===== config.mk =====
export PLATFORM = sky130hd
export DESIGN_NAME = hb_addr_decoder
export DESIGN_NICKNAME = d
export VERILOG_FILES = /design/src/rtl/hb_dec_pkg.sv /design/src/rtl/hb_region_match.sv /design/src/rtl/hb_cfg_encode.sv /design/src/rtl/hb_io_map.sv /design/src/rtl/hb_lane_gen.sv /design/src/rtl/hb_addr_decoder.sv
export SDC_FILE = /design/constraint.sdc
export NUM_CORES = 1
export LEC_CHECK = 0
export ABC_AREA = 1
export ABC_CLOCK_PERIOD_IN_PS = 1900
export BUFFER_PORTS_ARGS = -buffer_cell sky130_fd_sc_hd__buf_2
export CORE_MARGIN = 3
export CORE_UTILIZATION = 35
export CTS_CLUSTER_DIAMETER = 60
export CTS_CLUSTER_SIZE = 20
export DETAILED_ROUTE_END_ITERATION = 16
export SLEW_MARGIN = 40
export SYNTH_ARGS = -nofsm -noshare
export SYNTH_HDL_FRONTEND = slang
export SYNTH_SLANG_ARGS = --single-unit

===== constraint.sdc =====
create_clock -name clk -period 1.9 [get_ports clk]
set_input_delay 0.095 -clock clk [delete_from_list [all_inputs] [get_ports clk]]
set_output_delay 0.095 -clock clk [all_outputs]
set_load 0.005 [all_outputs]

===== src/rtl/hb_dec_pkg.sv =====
package hb_dec_pkg;

    typedef enum logic [2:0] {
        RG_NONE = 3'd0,
        RG_IO   = 3'd1,
        RG_CFG  = 3'd2,
        RG_IACK = 3'd3,
        RG_MEM  = 3'd4,
        RG_ROM  = 3'd5
    } region_e;

    typedef enum logic [1:0] {
        SZ_BYTE = 2'd0,
        SZ_HALF = 2'd1,
        SZ_WORD = 2'd2,
        SZ_BAD  = 2'd3
    } size_e;

    // Registered downstream command
    typedef struct packed {
        logic        req;
        logic        err;
        logic        we;
        region_e     region;
        logic [31:0] addr;
        logic [7:0]  be;
    } dn_cmd_t;

    // Lane mask before the byte-offset shift
    function automatic logic [3:0] size_mask(input logic [1:0] sz);
        case (size_e'(sz))
            SZ_BYTE: size_mask = 4'b0001;
            SZ_HALF: size_mask = 4'b0011;
            SZ_WORD: size_mask = 4'b1111;
            default: size_mask = 4'b0000;
        endcase
    endfunction

    function automatic logic is_misaligned(input logic [1:0] sz, input logic [1:0] lo);
        case (size_e'(sz))
            SZ_HALF: is_misaligned = lo[0];
            SZ_WORD: is_misaligned = (lo != 2'b00);
            default: is_misaligned = 1'b0;
        endcase
    endfunction

endpackage


===== src/rtl/hb_region_match.sv =====
module hb_region_match
    import hb_dec_pkg::*;
#(
    parameter logic [31:0] IO_BASE   = 32'h8000_0000,
    parameter int          IO_LOG2   = 23,
    parameter logic [31:0] CFG_BASE  = 32'h8080_0000,
    parameter int          CFG_LOG2  = 22,
    parameter logic [31:0] IACK_ADDR = 32'hBFFF_FFF0,
    parameter logic [31:0] MEM_BASE  = 32'hC000_0000,
    parameter int          ROM_LOG2  = 20
) (
    input  logic [31:0] addr,
    output region_e     region
);
    localparam logic [31:0] ROM_BASE = ~((32'd1 << ROM_LOG2) - 32'd1);

    logic hit_io, hit_cfg, hit_iack, hit_mem, hit_rom;

    assign hit_io   = (addr >> IO_LOG2)  == (IO_BASE >> IO_LOG2);
    assign hit_cfg  = (addr >> CFG_LOG2) == (CFG_BASE >> CFG_LOG2);
    assign hit_iack = (addr == IACK_ADDR);
    assign hit_rom  = (addr >= ROM_BASE);
    assign hit_mem  = (addr >= MEM_BASE) && !hit_rom;

    // Fixed priority: the narrower windows win over the wider ones
    always_comb begin
        if (hit_rom)       region = RG_ROM;
        else if (hit_iack) region = RG_IACK;
        else if (hit_cfg)  region = RG_CFG;
        else if (hit_io)   region = RG_IO;
        else if (hit_mem)  region = RG_MEM;
        else               region = RG_NONE;
    end
endmodule


===== src/rtl/hb_cfg_encode.sv =====
module hb_cfg_encode #(
    parameter int SCAN_N = 11,
    parameter int IDX_W  = $clog2(SCAN_N + 1)
) (
    input  logic [SCAN_N-1:0] sel,
    output logic [IDX_W-1:0]  idx
);
    // Priority chain from the top down: the lowest set bit wins,
    // and an empty field yields SCAN_N
    logic [IDX_W-1:0] stage [0:SCAN_N];

    assign stage[SCAN_N] = IDX_W'(SCAN_N);

    for (genvar g = SCAN_N - 1; g >= 0; g--) begin : g_scan
        assign stage[g] = sel[g] ? IDX_W'(g) : stage[g+1];
    end

    assign idx = stage[0];
endmodule


===== src/rtl/hb_io_map.sv =====
module hb_io_map #(
    parameter int OFF_W  = 23,
    parameter int OUT_W  = 16,
    parameter int PASS_W = 5,
    parameter int HI_LO  = 12
) (
    input  logic             sparse,
    input  logic [OFF_W-1:0] off,
    output logic [OUT_W-1:0] xaddr
);
    localparam int HI_W = OFF_W - HI_LO;

    logic [OUT_W-1:0] flat_addr;
    logic [OUT_W-1:0] sparse_addr;

    assign flat_addr   = off[OUT_W-1:0];
    assign sparse_addr = OUT_W'({off[OFF_W-1:HI_LO], off[PASS_W-1:0]});

    if (HI_W + PASS_W > OUT_W) begin : g_bad_cfg
        initial $error("hb_io_map: sparse layout wider than output");
    end

    assign xaddr = sparse ? sparse_addr : flat_addr;
endmodule


===== src/rtl/hb_lane_gen.sv =====
module hb_lane_gen
    import hb_dec_pkg::*;
(
    input  logic [1:0] size,
    input  logic [1:0] lo,
    output logic [7:0] be,
    output logic       misalign,
    output logic       bad_size
);
    assign be       = {4'b0000, size_mask(size)} << lo;
    assign misalign = is_misaligned(size, lo);
    assign bad_size = (size_e'(size) == SZ_BAD);
endmodule


===== src/rtl/hb_addr_decoder.sv =====
module hb_addr_decoder
    import hb_dec_pkg::*;
#(
    parameter logic [31:0] IO_BASE    = 32'h8000_0000,
    parameter int          IO_LOG2    = 23,
    parameter int          IO_FLAT_W  = 16,
    parameter int          IO_PASS_W  = 5,
    parameter int          IO_HI_LO   = 12,
    parameter logic [31:0] CFG_BASE   = 32'h8080_0000,
    parameter int          CFG_LOG2   = 22,
    parameter int          CFG_SCAN_LO = 11,
    parameter logic [31:0] IACK_ADDR  = 32'hBFFF_FFF0,
    parameter logic [31:0] MEM_BASE   = 32'hC000_0000,
    parameter int          ROM_LOG2   = 20
) (
    input  logic        clk,
    input  logic        rst,
    input  logic        cpu_req_i,
    input  logic        cpu_we_i,
    input  logic [31:0] cpu_addr_i,
    input  logic [1:0]  cpu_size_i,
    input  logic        io_mode_i,
    output logic        dn_req_o,
    output logic [2:0]  dn_region_o,
    output logic [31:0] dn_addr_o,
    output logic [7:0]  dn_be_o,
    output logic        dn_we_o,
    output logic        err_o,
    output logic [31:0] err_rdata_o
);
    localparam int          CFG_SCAN_N = CFG_LOG2 - CFG_SCAN_LO;
    localparam int          CFG_IDX_W  = $clog2(CFG_SCAN_N + 1);
    localparam logic [31:0] ROM_MASK   = (32'd1 << ROM_LOG2) - 32'd1;

    region_e               region;
    logic [IO_FLAT_W-1:0]  io_xaddr;
    logic [CFG_IDX_W-1:0]  cfg_idx;
    logic [7:0]            be;
    logic                  misalign, bad_size;
    logic [31:0]           xaddr;
    logic                  reject, drop, fwd;
    dn_cmd_t               cmd_q;

    hb_region_match #(
        .IO_BASE  (IO_BASE),
        .IO_LOG2  (IO_LOG2),
        .CFG_BASE (CFG_BASE),
        .CFG_LOG2 (CFG_LOG2),
        .IACK_ADDR(IACK_ADDR),
        .MEM_BASE (MEM_BASE),
        .ROM_LOG2 (ROM_LOG2)
    ) u_match (
        .addr  (cpu_addr_i),
        .region(region)
    );

    hb_cfg_encode #(
        .SCAN_N(CFG_SCAN_N),
        .IDX_W (CFG_IDX_W)
    ) u_cfg (
        .sel(cpu_addr_i[CFG_SCAN_LO +: CFG_SCAN_N]),
        .idx(cfg_idx)
    );

    hb_io_map #(
        .OFF_W (IO_LOG2),
        .OUT_W (IO_FLAT_W),
        .PASS_W(IO_PASS_W),
        .HI_LO (IO_HI_LO)
    ) u_io (
        .sparse(io_mode_i),
        .off   (cpu_addr_i[IO_LOG2-1:0]),
        .xaddr (io_xaddr)
    );

    hb_lane_gen u_lane (
        .size    (cpu_size_i),
        .lo      (cpu_addr_i[1:0]),
        .be      (be),
        .misalign(misalign),
        .bad_size(bad_size)
    );

    // Per-region downstream address
    always_comb begin
        case (region)
            RG_IO:   xaddr = 32'(io_xaddr);
            RG_CFG:  xaddr = 32'({cfg_idx, cpu_addr_i[CFG_SCAN_LO-1:0]});
            RG_MEM:  xaddr = cpu_addr_i - MEM_BASE;
            RG_ROM:  xaddr = cpu_addr_i & ROM_MASK;
            default: xaddr = 32'd0;
        endcase
    end

    // Acceptance: errors first, then the silent ROM-write drop
    always_comb begin
        reject = 1'b0;
        if (bad_size || region == RG_NONE)
            reject = 1'b1;
        else if (region == RG_IACK && (cpu_we_i || size_e'(cpu_size_i) != SZ_BYTE))
            reject = 1'b1;
        else if (misalign && region != RG_IO)
            reject = 1'b1;
    end

    assign drop = !reject && region == RG_ROM && cpu_we_i;
    assign fwd  = !reject && !drop;

    always_ff @(posedge clk) begin
        if (rst) begin
            cmd_q <= '0;
        end else begin
            cmd_q.req <= cpu_req_i && fwd;
            cmd_q.err <= cpu_req_i && reject;
            if (cpu_req_i) begin
                cmd_q.we     <= cpu_we_i;
                cmd_q.region <= fwd ? region : RG_NONE;
                cmd_q.addr   <= fwd ? xaddr : 32'd0;
                cmd_q.be     <= fwd ? be : 8'd0;
            end
        end
    end

    assign dn_req_o    = cmd_q.req;
    assign dn_region_o = cmd_q.region;
    assign dn_addr_o   = cmd_q.addr;
    assign dn_be_o     = cmd_q.be;
    assign dn_we_o     = cmd_q.we;
    assign err_o       = cmd_q.err;
    assign err_rdata_o = {32{cmd_q.err && !cmd_q.we}};
endmodule


Word-level counts from Yosys, hierarchy flattened
Cells that the tools add are included.

$add $sub $neg: 1. $lt $le $gt $ge: 2. Eq/ne operators: 12. Shift-type cells: 1. Multiplexer cells: 26. Reduce and logical (&&, ||, !) cells: 19.

Operator list (count): one-hot mux 32 bit (4 select lines) (1); >= comparator 32 bit (second input constant) (2); 2-to-1 mux 4 bit (10); == test 32 bit (second input constant) (1); 2-to-1 mux 32 bit (1); subtractor 32 bit (second input constant) (1); 2-to-1 mux 3 bit (6); 2-to-1 mux 16 bit (1); one-hot mux 4 bit (3 select lines) (1); == test 10 bit (second input constant) (1); == test 9 bit (second input constant) (1); logical AND 1 bit (9); 2-to-1 mux 8 bit (1); << shifter 4 x 2 -> 8 bit (1); == test 3 x 2 -> 1 bit (second input constant) (2); == test 3 bit (second input constant) (2); == test 2 bit (second input constant) (2); logical NOT 1 bit (4); 2-to-1 mux 1 bit (4); nonzero test 2 bit (2); == test 3 x 1 -> 1 bit (second input constant) (1); logical NOT 3 bit (1); inequality test 3 x 1 -> 1 bit (second input constant) (1); == test 2 x 1 -> 1 bit (second input constant) (1); 3 further kinds (4).

Bits in registers: 46. Logic and storage cells: 67.

Logic depth before layout (Yosys ltp)
Gate-level depths: netlist of run 1.

Word-level depth: 19. Gate-level depth with buffers: 15. Gate-level depth less buffers: 14.

Hierarchy
From an unflattened synthesis of run 1, not the netlist that was laid out.

Cell total of the unflattened synthesis: 506. Area total of the unflattened synthesis: 3154.3 µm².

Modules (own cells, without submodules): hb_addr_decoder (instances 1, cells an instance 346, area an instance 2424.8 µm², sequential area each 920.9 µm²); hb_region_match (instances 1, cells an instance 54, area an instance 211.5 µm², sequential area each 0.0 µm²); hb_lane_gen (instances 1, cells an instance 37, area an instance 200.2 µm², sequential area each 0.0 µm²); hb_io_map (instances 1, cells an instance 41, area an instance 183.9 µm², sequential area each 0.0 µm²); hb_cfg_encode (instances 1, cells an instance 28, area an instance 133.9 µm², sequential area each 0.0 µm²).

Worst setup path before layout of run 1
Ideal clock, no wire load.

Path type: register -> output. Start point: reg cmd_q (netlist bit err_o). End point: out err_rdata_o[10]. Data arrival time: 1.680 ns. Path slack: 0.125 ns. Cell stages (with the launch flop): 4. Buffers on the path: 1. Cells stage by stage: dfxtp_1 inv_1 nor2_1 buf_4.

Longest elaborated chain between the ends: 1.

RTL lines: start, declared (line hb_addr_decoder.sv:42) `dn_cmd_t cmd_q;`; logical AND 1 bit (line hb_addr_decoder.sv:130) `assign err_rdata_o = {32{cmd_q.err && !cmd_q.we}};`; end, declared (line hb_addr_decoder.sv:29) `output logic [31:0] err_rdata_o`.

No other way between the ends.

Worst setup path in the final report of run 1
Start point: in cpu_addr_i[30]. End point: reg cmd_q (netlist bit dn_addr_o[27]).

Longest elaborated chain between the ends: 19. Elaborated cells on any way between the ends: 32. Those cells by class: 2 x order compare; 9 x eq/ne; 10 x mux; 11 x reduce/logical.

RTL lines: start, declared (line hb_addr_decoder.sv:20) `input logic [31:0] cpu_addr_i,`; >= comparator 32 bit (line hb_region_match.sv:22) `assign hit_rom = (addr >= ROM_BASE);`; logical NOT 1 bit (line hb_region_match.sv:23) `assign hit_mem = (addr >= MEM_BASE) && !hit_rom;`; logical AND 1 bit (line hb_region_match.sv:23); 2-to-1 mux 3 bit (line hb_region_match.sv:31) `else if (hit_mem) region = RG_MEM;`; 2-to-1 mux 3 bit (line hb_region_match.sv:30) `else if (hit_io) region = RG_IO;`; 2-to-1 mux 3 bit (line hb_region_match.sv:29) `else if (hit_cfg) region = RG_CFG;`; 2-to-1 mux 3 bit (line hb_region_match.sv:28) `else if (hit_iack) region = RG_IACK;`; 2-to-1 mux 3 bit * (line hb_region_match.sv:27) `if (hit_rom) region = RG_ROM;`; (+2 left out); 2-to-1 mux 1 bit (line hb_addr_decoder.sv:102) `else if (misalign && region != RG_IO)`; 2-to-1 mux 1 bit (line hb_addr_decoder.sv:100) `else if (region == RG_IACK && (cpu_we_i || size_e'(cpu_size_i) != SZ_BYTE))`; 2-to-1 mux 1 bit (line hb_addr_decoder.sv:98) `if (bad_size || region == RG_NONE)`; logical NOT 1 bit (line hb_addr_decoder.sv:106, hb_addr_decoder.sv:107); logical AND 1 bit (2 in a row) (line hb_addr_decoder.sv:106) `assign drop = !reject && region == RG_ROM && cpu_we_i;`; logical NOT 1 bit (line hb_addr_decoder.sv:107) `assign fwd = !reject && !drop;`; logical AND 1 bit (line hb_addr_decoder.sv:107); 2-to-1 mux 32 bit * (line hb_addr_decoder.sv:118) `cmd_q.addr <= fwd ? xaddr : 32'd0;`.

Mark *: on every way between the ends. The rest lies on a longest branch, timed or not. A chain may end at the register's enable or synchronous reset.

==> impl_results.md, run 1 <==
- Status: completed
- Die Width: 96.1 µm
- # port buffers: 115
- Fin crit share: 83.6%
- Met2 Use GR: 29.2%
- Die area: 9230 µm²
- RSZ-0062 raised after global routing: false
- GRT met3 Usage: 3.13%
- Pleak: 1.83 nW
- Fin. max-slew vios: 0
- Total grt overflow: 0
- Initial drt markers: 146
- Setup Viol. Count Final: 0
- Post-Synth Simple-Gate Area: 35.3%
- Yosys warnings: 0
- Routed len/inst: 12.9 µm
- Final ANT Viol Nets: 0
- Clk_lat worst skew: 0.30 ns
- Fmax: 630 MHz
- Layout Nets: 569
- Synthesized area per cell: 6.51 µm²
- Crit. End Element: flip-flop
- Final setup TNS: 0 ns
- Crit-path max FO: 19
- Syn_nets: 481
- Largest family of logic cells by synthesized area: simple AND/OR/NAND/NOR gates
- Overall Power: 2.04 mW
- GP Congestion: 0.842
- Max_cap viols: 0
- Hold_sp: cpu_req_i
- Post-placement cell count: 619
- Via count: 2,941
- # H-tree levels: 2
- FF-to-FF setup slack: 1.26 ns
- Iteration count of the initial detailed-routing pass: 4
- Vias per std cell: 4.69
- Worst Setup EP: dn_addr_o[27]
- Met1 usage: 22.9%
- Antenna Diode Count: 0
- Critical R2R Launch: dn_we_o
- Pin count of the biggest net entering global routing: 33
- Final Core Density: 43.9%
- Crit path from: cpu_addr_i[30]
- Maximum vdd drop: 280 µV
- Reg clk slew, reported paths: 0.09 ns
- Grt peak-use layer: met2
- # DRC: 0
- Reg-to-reg critical path endpoint: dn_we_o
- GRT Resource Usage Total: 17.4%
- Hold Fails Final Rpt: 0
- CTS root buf: clkbuf_8
- CP arrival: 1.82 ns
- Post-Syn Instances: 436
- Synth Area in Compound Gates: 13.4%
- Layout cells sized above 1: 30.7%
- Synth Area in Adders: 2.64%
- WL final: 8090 µm
- Netlist Area Pre-Place: 2840 µm²
- Fill cells: 875
- Initial Utilization: 36.4%
- DP HPWL: 6490 µm
- Clk buf depth: 2
- Mux cell area share after synthesis: 0%
- Min cycle time layout: 1.59 ns
- Crit start category: input port
- Post-CTS Setup Inserts: 0
- Crit path kind: input port to flip-flop
- Hold WC Path Type: input port to flip-flop
- Synth-to-Final Area Change: 20.8%
- Core Region: 7810 µm²
- First-pass GRT wire length: 12,600 µm
- Chip Height: 96.1 µm
- FP Rows: 32
- Hold_ws: 0.0410 ns
- Unique cell type count in the Yosys netlist: 30
- Pwr dens: 596 nW/µm²
- Number of global-route vias before repair: 2,632
- Worst clock skew: 0 ns
- Fin cells: 627
- Xor-xnor portion of the synthesized cell area: 0%
- Sequential-to-total area share from yosys stat: 31.7%
- Initial antenna violation count: 0
- Total CTS buffers: 5
- Clock sinks: 45
- CP required: 2.13 ns
- CTS tree: yes
- Synth Register Bits: 45
- Worst reg-to-reg path cell count: 2
- I/O pins: 117
-- through the flow --
| stage | setup slack (ns) | area [µm²] |
|---|---|---|
| after floorplan | 0.125 | 2840 |
| after global placement | -0.0190 | 3310 |
| after detailed placement | -0.0805 | 3310 |
| after CTS | 0.231 | 3420 |
| after global routing | 0.0543 | 3430 |
| final | 0.312 | 3430 |
-- synthesized netlist by cell type (all sizes together) --
master	number	share of area, %
nand2	154	21
inv	47	6.2
o21ai	46	9.3
dfxtp	45	32
nor2	42	7.1
buf	35	9.5
nand3	20	3.9
a21oi	14	2.5
clkbuf	8	1.1
ha	6	2.6
nand4	6	1.3
o211ai	4	1.1
nand3b	2	0.53
nor3	2	0.93
a31oi	1	0.22
a32oi	1	0.31
conb	1	0.13
nor4	1	0.22
or2	1	0.22
-- critical path: stages --
cell,delay [ns]
buf_2,0.12
inv_1,0.07
ha_1,0.16
nand3_1,0.09
nor3_2,0.26
inv_1,0.12
nand2_1,0.11
inv_2,0.04
nand3_2,0.08
nand2_4,0.09
nor2_8,0.18
nand2_4,0.19
o21ai_1,0.20
-- layout by cell type, fill, tap and decap left out, types with 6 or more instances in the layout --
master     n
buf_4      9
o21ai_2    9
nand2_1  149
inv_1     45
nand4_1    6
ha_1       6
o21ai_0   33
a21oi_1   14
dfxtp_1   45
nor2_1    33
buf_2    115
nand3_1   18
-- flip-flops by register name, indices dropped and copies added (netlist names) --
signal	flops
dn_addr_o	32
dn_be_o	7
dn_region_o	3
dn_req_o	1
dn_we_o	1
err_o	1
-- cell families (layout without fill, tap and decap cells) --
| logic type | count (synthesis) | after routing |
|---|---|---|
| DFF | 45 | 45 |
| AOI/OAI and AO/OA | 66 | 66 |
| adders and majority gates | 6 | 6 |
| buffers and inverters | 90 | 179 |
| other | 1 | 1 |
| and+or+nand+nor | 228 | 228 |
-- report_power, final --
part | switching [mW] | leakage (nW) | total [mW] | internal (mW)
registers | 0.00553 | 0.363 | 0.959 | 0.954
logic | 0.220 | 1.42 | 0.345 | 0.125
clock network | 0.343 | 0.0554 | 0.738 | 0.395
-- layer usage --
metal	wire (µm)	share of wire, %
met3	552	6.8
met2	3780	47
met1	3690	46
met5	0	0
met4	70	0.86
-- worst min-delay path by stage --
stage / end / slack, ns / cells past startpoint
2_1_floorplan: dn_we_o / 0.19 / 1
3_3_place_gp: dn_we_o / 0.35 / 2
3_5_place_dp: dn_we_o / 0.36 / 2
4_1_cts: dn_we_o / 0.03 / 2
5_1_grt: dn_we_o / 0.03 / 2
6_report: dn_we_o / 0.04 / 2
-- timing repair --
action                     CTS  global route
setup endpoints to repair    0             3
gates resized for setup      0             1
hold buffers                 0             0
-- area by class of cell --
cell class / count / area, µm² / share of cell area (%)
clock buffer: 6 / 72.6 / 2.12
clock inverter: 2 / 38.8 / 1.13
multi-input combinational: 301 / 1470 / 42.8
inverter: 47 / 176 / 5.15
timing repair buffer: 124 / 643 / 18.8
sequential: 45 / 901 / 26.3
tap: 102 / 128 / 3.72
(Power assumes the default switching activity.)
==> run 2, diff against run 1 <==
--- a/config.mk
+++ b/config.mk
@@ -5,14 +5,15 @@
 export SDC_FILE = /design/constraint.sdc
 export NUM_CORES = 1
 export LEC_CHECK = 0
-export ABC_AREA = 1
-export ABC_CLOCK_PERIOD_IN_PS = 1900
+export ABC_AREA = 0
+export ABC_CLOCK_PERIOD_IN_PS = 1400
 export BUFFER_PORTS_ARGS = -buffer_cell sky130_fd_sc_hd__buf_2
 export CORE_MARGIN = 3
 export CORE_UTILIZATION = 35
 export CTS_CLUSTER_DIAMETER = 60
 export CTS_CLUSTER_SIZE = 20
 export DETAILED_ROUTE_END_ITERATION = 16
+export PLACE_DENSITY = 0.65
 export SLEW_MARGIN = 40
 export SYNTH_ARGS = -nofsm -noshare
 export SYNTH_HDL_FRONTEND = slang
==> constraint.sdc (replaced) <==
create_clock -name clk -period 1.4 [get_ports clk]
set_input_delay 0.07 -clock clk [delete_from_list [all_inputs] [get_ports clk]]
set_output_delay 0.07 -clock clk [all_outputs]
set_load 0.005 [all_outputs]
==> impl_results.md, run 2 <==
- Status: complete, but fails checks
- Violated checks: setup timing
- Final worst slack: -0.575 ns
- Crit-path max FO: 5
- Layout cells sized above 1: 52.9%
- Mux cell area share after synthesis: 0.392%
- Final ANT Viol Nets: 0
- Most common cell after layout, fill and taps aside: buf_2
- GP Congestion: 0.883
- Routed len/inst: 15.2 µm
- Number of global-route vias before repair: 2,549
- Crit-path max cell delay: 0.56 ns
- Fill cells: 638
- Post-route cell area: 3770 µm²
- Fin. max-slew vios: 0
- Yosys warnings: 0
- Commonest cells post-synth: dfxtp_1 (45), buf_4 (33), nand2_1 (27)
- RSZ-0062 raised after global routing: true
- Sequential-to-total area share from yosys stat: 35.3%
- CTS root buf: clkbuf_8
- CP Cell Sequence: buf_6 -> or4_4 -> or4_4 -> o41a_4 -> nand2_4 -> o21ai_1 -> o311a_1
- Post-Syn Instances: 282
- Total grt overflow: 0
- Post-Synth Simple-Gate Area: 19.6%
- Pwr dens: 807 nW/µm²
- Setup Viol. Count Final: 44
- Top FF cell, synth: dfxtp_1
- Unique cell type count in the Yosys netlist: 53
- Most frequent cells in the layout: buf_2 (113), buf_4 (65), dfxtp_1 (45)
- GRT Resource Usage Total: 18.4%
- Worst Path Buf+Inv: 1
- Stages on worst setup path: 7
- Antenna Diode Count: 0
- Worst reg-to-reg path cell count: 3
- Crit. End Element: flip-flop
- Clk_lat worst skew: 0.30 ns
- FP Rows: 30
- Max_cap viols: 0
- # port buffers: 115
- CP required: 1.60 ns
- Layout Nets: 479
- WL final: 8080 µm
- Worst clock skew: 0 ns
- Min cycle time layout: 1.97 ns
- Netlist Area Pre-Place: 2550 µm²
- Cell repeated most along the worst path: or4_4
- # DRC: 0
- Fin crit share: 141%
- Syn_nets: 327
- Core Region: 6940 µm²
- Initial drt markers: 94
- Number of flip-flops in the largest register: 32
- EDFF count, synth: 0
- Synth Area in Compound Gates: 27.5%
- First-pass GRT wire length: 12,600 µm
- Die area: 8360 µm²
- Crit start category: input port
- Clock sinks: 45
- Most numerous cell in the Yosys netlist: dfxtp_1
- CP arrival: 2.18 ns
- Die Width: 91.4 µm
- Via count: 2,693
- Largest family of logic cells by synthesized area: compound AO/OA/AOI/OAI gates
- Pleak: 1.87 nW
- Critical path's top delay family: simple AND/OR/NAND/NOR gates
- Total CTS buffers: 5
- Max stage delay cell, worst path: or4_4
- Synthesized area per cell: 9.06 µm²
- I/O pins: 117
- Fmax: 506 MHz
- Vias per std cell: 5.07
- Top-area cell type share of the netlist area: 35.3%
- Pin count of the biggest net entering global routing: 33
- Iteration count of the initial detailed-routing pass: 4
- Initial Utilization: 36.8%
- Synth top area cells: dfxtp_1 (35%), buf_4 (9.7%), a22o_1 (8.2%), nand2_1 (4.0%), a22oi_2 (3.9%)
- Crit path kind: input port to flip-flop
- Hold Fails Final Rpt: 0
- Largest area contributor in the netlist: dfxtp_1
- Initial antenna violation count: 0
- Chip Height: 91.4 µm
- Clk buf depth: 2
- Maximum vdd drop: 428 µV
- Synth Area in Adders: 2.94%
- Reg clk slew, reported paths: 0.09 ns
- Multi-input gate area: 1380 µm²
- Overall Power: 3.05 mW
- # H-tree levels: 2
- CTS tree: yes
- DP HPWL: 6170 µm
- Synth Register Bits: 45
- Hold path cells: 2
- Post-synth ARST share: 0%
- Register Area: 901 µm²
- Placement-stage cell area: 3470 µm²
- Hold WC Path Type: input port to flip-flop
- Xor-xnor portion of the synthesized cell area: 0%
- Synth-to-Final Area Change: 47.8%
[run 2: cell types whose count changed after synthesis, moves of 5 or more]
cell and change:
a22o_1 +24, nand3_1 -11, inv_1 -33, nor4_1 +5, a32o_1 +6, a22oi_2 +8, a21boi_0 +7, o21ai_0 -21
nand2_1 -122, nor2_1 -21, o21ai_2 -9
[run 2: per-layer routing]
| layer | vias to the layer above | global-route usage [%] | share of wire (%) |
|---|---|---|---|
| li1 | 1320 | - | - |
| met1 | 1254 | 24.5 | 45 |
| met2 | 111 | 30.5 | 49 |
| met3 | 8 | 2.82 | 5.7 |
| met4 | 0 | 5.28 | 1.1 |
| met5 | - | 0 | 0 |
[run 2: worst paths after layout]
check,from,end,slack [ns]
worst min register to register,dn_addr_o[1],dn_addr_o[1],0.46
worst max-delay path,cpu_addr_i[2],err_o,-0.57
worst max register to register,dn_addr_o[7],dn_addr_o[7],0.56
worst min-delay path,cpu_addr_i[29],dn_addr_o[29],0.02
[run 2: timing repair]
item,in CTS,in global routing
setup endpoints to repair,44,44
gates cloned,1,1
buffers inserted,2,2
pin swaps,10,8
hold buffers,1,0
gates resized for setup,6,20
endpoints found under the hold margin,1,0
[run 2: kinds of logic (layout without fill, tap and decap cells)]
logic type,Yosys count,in the layout
compound gates,86,87
fa+ha+maj,6,6
buf+inv,55,207
flops,45,45
mux,1,1
other cells,1,1
simple gates,88,88
[run 2: where the power goes]
part | internal (mW) | switching [mW] | total (mW)
clock | 0.710 | 0.473 | 1.18
combinational | 0.280 | 0.275 | 0.555
sequential | 1.30 | 0.0103 | 1.31
[run 2: area by class of cell]
| type | count | share of cell area (%) |
|---|---|---|
| inverter | 12 | 1.19 |
| clock inverter | 3 | 1.72 |
| timing repair buffer | 187 | 31.6 |
| tap | 96 | 3.18 |
| multi-input combinational | 183 | 36.6 |
| sequential | 45 | 23.9 |
| clock buffer | 5 | 1.82 |
[run 2: stage by stage]
step,hold WS [ns],util (%),setup TNS (ns),setup WS (ns),cells
CTS,0.00821,52.8,-23.65,-0.580,528
detailed placement,0.307,50.0,-38.62,-0.920,516
global placement,0.299,50.0,-36.88,-0.860,516
global route,0.0199,54.3,-24.59,-0.594,531
finish,0.0177,54.3,-23.54,-0.575,531
floorplan,0.142,-,-27.78,-0.694,282
==> run 3, diff against run 2 <==
--- a/config.mk
+++ b/config.mk
@@ -8,7 +8,8 @@
 export ABC_AREA = 0
 export ABC_CLOCK_PERIOD_IN_PS = 1400
 export BUFFER_PORTS_ARGS = -buffer_cell sky130_fd_sc_hd__buf_2
-export CORE_MARGIN = 3
+export CORE_ASPECT_RATIO = 0.9
+export CORE_MARGIN = 5
 export CORE_UTILIZATION = 35
 export CTS_CLUSTER_DIAMETER = 60
 export CTS_CLUSTER_SIZE = 20
==> impl_results.md, run 3 (same netlist as run 2, synthesis figures left out) <==
- Layout cells sized above 1: 52.0%
- Clock sinks: 45
- Net Sw Frac: 25.0%
- Most frequent cells in the layout: buf_2 (113), buf_4 (66), dfxtp_1 (45)
- Initial antenna violation count: 0
- FP Rows: 29
- Antenna Diode Count: 0
- Final worst slack: -0.535 ns
- Number of flip-flops in the largest register: 32
- Chip Height: 91.0 µm
- # H-tree levels: 2
- CP arrival: 2.18 ns
- Overall Power: 3.04 mW
- Die Width: 100 µm
- Maximum vdd drop: 347 µV
- Max_cap viols: 0
- Iteration count of the initial detailed-routing pass: 4
- Via count: 2,690
- Crit. End Element: flip-flop
- Pleak: 1.85 nW
- Worst-margin pin slew: 0.500 ns
- Synth-to-Final Area Change: 47.1%
- Flop pwr share: 43.0%
- Reg clk slew, reported paths: 0.09 ns
- Initial drt markers: 140
- Power Internal: 2.28 mW
- Fmax: 517 MHz
- Pwr dens: 810 nW/µm²
- Status: complete, but fails checks
- Pre-CTS WS: -0.897 ns
- Core Region: 7080 µm²
- Hold WC Path Type: input port to flip-flop
- Crit path kind: input port to flip-flop
- Layout Nets: 479
- Setup Viol. Count Final: 44
- I/O pins: 117
- Clk pwr share: 38.8%
- Crit-path max FO: 6
- GRT Resource Usage Total: 17.2%
- RSZ-0062 raised after global routing: true
- DP HPWL: 6390 µm
- Total grt overflow: 0
- Fin cells: 528
- Number of global-route vias before repair: 2,643
- Max-slew headroom: 66.4%
- Min cycle time layout: 1.94 ns
- Violated checks: setup timing
- # DRC: 0
- Die area: 9110 µm²
- CTS root buf: clkbuf_8
- Clk buf depth: 2
- Clk_lat worst skew: 0.30 ns
- Most common cell after layout, fill and taps aside: buf_2
- Total CTS buffers: 5
- Initial Utilization: 36.1%
- Fin crit share: 138%
- First-pass GRT wire length: 13,000 µm
- Hold Fails Final Rpt: 0
- Crit start category: input port
- Worst clock skew: 0 ns
- Routed len/inst: 15.8 µm
- Fin. max-slew vios: 0
- CTS tree: yes
- WL final: 8350 µm
- Vias per std cell: 5.09
- CP required: 1.64 ns
- Logic gate share of total power: 18.2%
- Sw Pwr: 0.760 mW
- Post-placement cell count: 513
- # port buffers: 115
- GP Congestion: 0.906
- Pin count of the biggest net entering global routing: 34
- Final ANT Viol Nets: 0
-- run 3: changes by cell type in the layout (fill, tap and decap cells not counted), sizes merged --
cell,before,now
clkbuf,6,5
dlygate4sd3,1,2
-- run 3: per-stage QoR --
stage	hold slack, ns	cell area [µm²]	util (%)	setup TNS, ns
6_report	0.0115	3760	53.1	-22.27
5_1_grt	0.0113	3760	53.1	-24.07
4_1_cts	0.00657	3720	52.6	-21.85
3_5_place_dp	0.308	3470	49.0	-37.70
3_3_place_gp	0.298	3470	49.0	-36.35
2_1_floorplan	0.142	2560	-	-27.78
-- run 3: final timing paths --
check | from | to | slack, ns | depth (start not counted)
worst max-delay path | cpu_addr_i[2] | dn_addr_o[14] | -0.54 | 8
worst min-delay path | cpu_addr_i[28] | dn_addr_o[28] | 0.01 | 2
worst max register to register | dn_addr_o[11] | dn_addr_o[11] | 0.55 | 3
worst min register to register | dn_addr_o[1] | dn_addr_o[1] | 0.46 | 2
-- run 3: worst max-delay path: stages --
cell and delay [ns]:
buf_6 0.09, or4_4 0.55, or4_4 0.54, o41a_4 0.40, nand2_4 0.14, nand2_8 0.08
buf_16 0.14, a22oi_2 0.16
-- run 3: what timing repair did --
| item | CTS | global route |
|---|---|---|
| hold buffers | 2 | 0 |
| buffers inserted | 2 | 1 |
| pin swaps | 5 | 2 |
| setup endpoints to repair | 44 | 44 |
| resized for setup | 11 | 5 |
| endpoints found under the hold margin | 2 | 0 |
| gates cloned | 2 | 0 |
-- run 3: power groups by stage --
| stage | combinational, mW | clock [mW] | sequential (mW) |
|---|---|---|---|
| 2_1_floorplan | 0.261 | 0 | 1.34 |
| 3_3_place_gp | 0.509 | 0 | 1.34 |
| 3_5_place_dp | 0.515 | 0 | 1.34 |
| 4_1_cts | 0.544 | 1.20 | 1.31 |
| 5_1_grt | 0.599 | 1.25 | 1.31 |
| 6_report | 0.554 | 1.18 | 1.31 |
-- run 3: layout make-up --
cell class / count / area, µm²
clock buffers: 5 / 68.8
fillers: 652 / 3320
multi-input cells: 183 / 1370
well taps: 93 / 116
repair buffers: 187 / 1190
inverters: 12 / 45.0
clock inverters: 3 / 65.1
flip-flops and latches: 45 / 901
-- run 3: per-layer routing --
layer	vias up	part of all wire [%]	GRT usage [%]	routed length (µm)
li1	1320	-	-	-
met1	1249	44	21.7	3680
met2	108	47	29.3	3930
met3	13	7.3	3.60	606
met4	0	1.6	5.39	137
met5	-	0	0	0
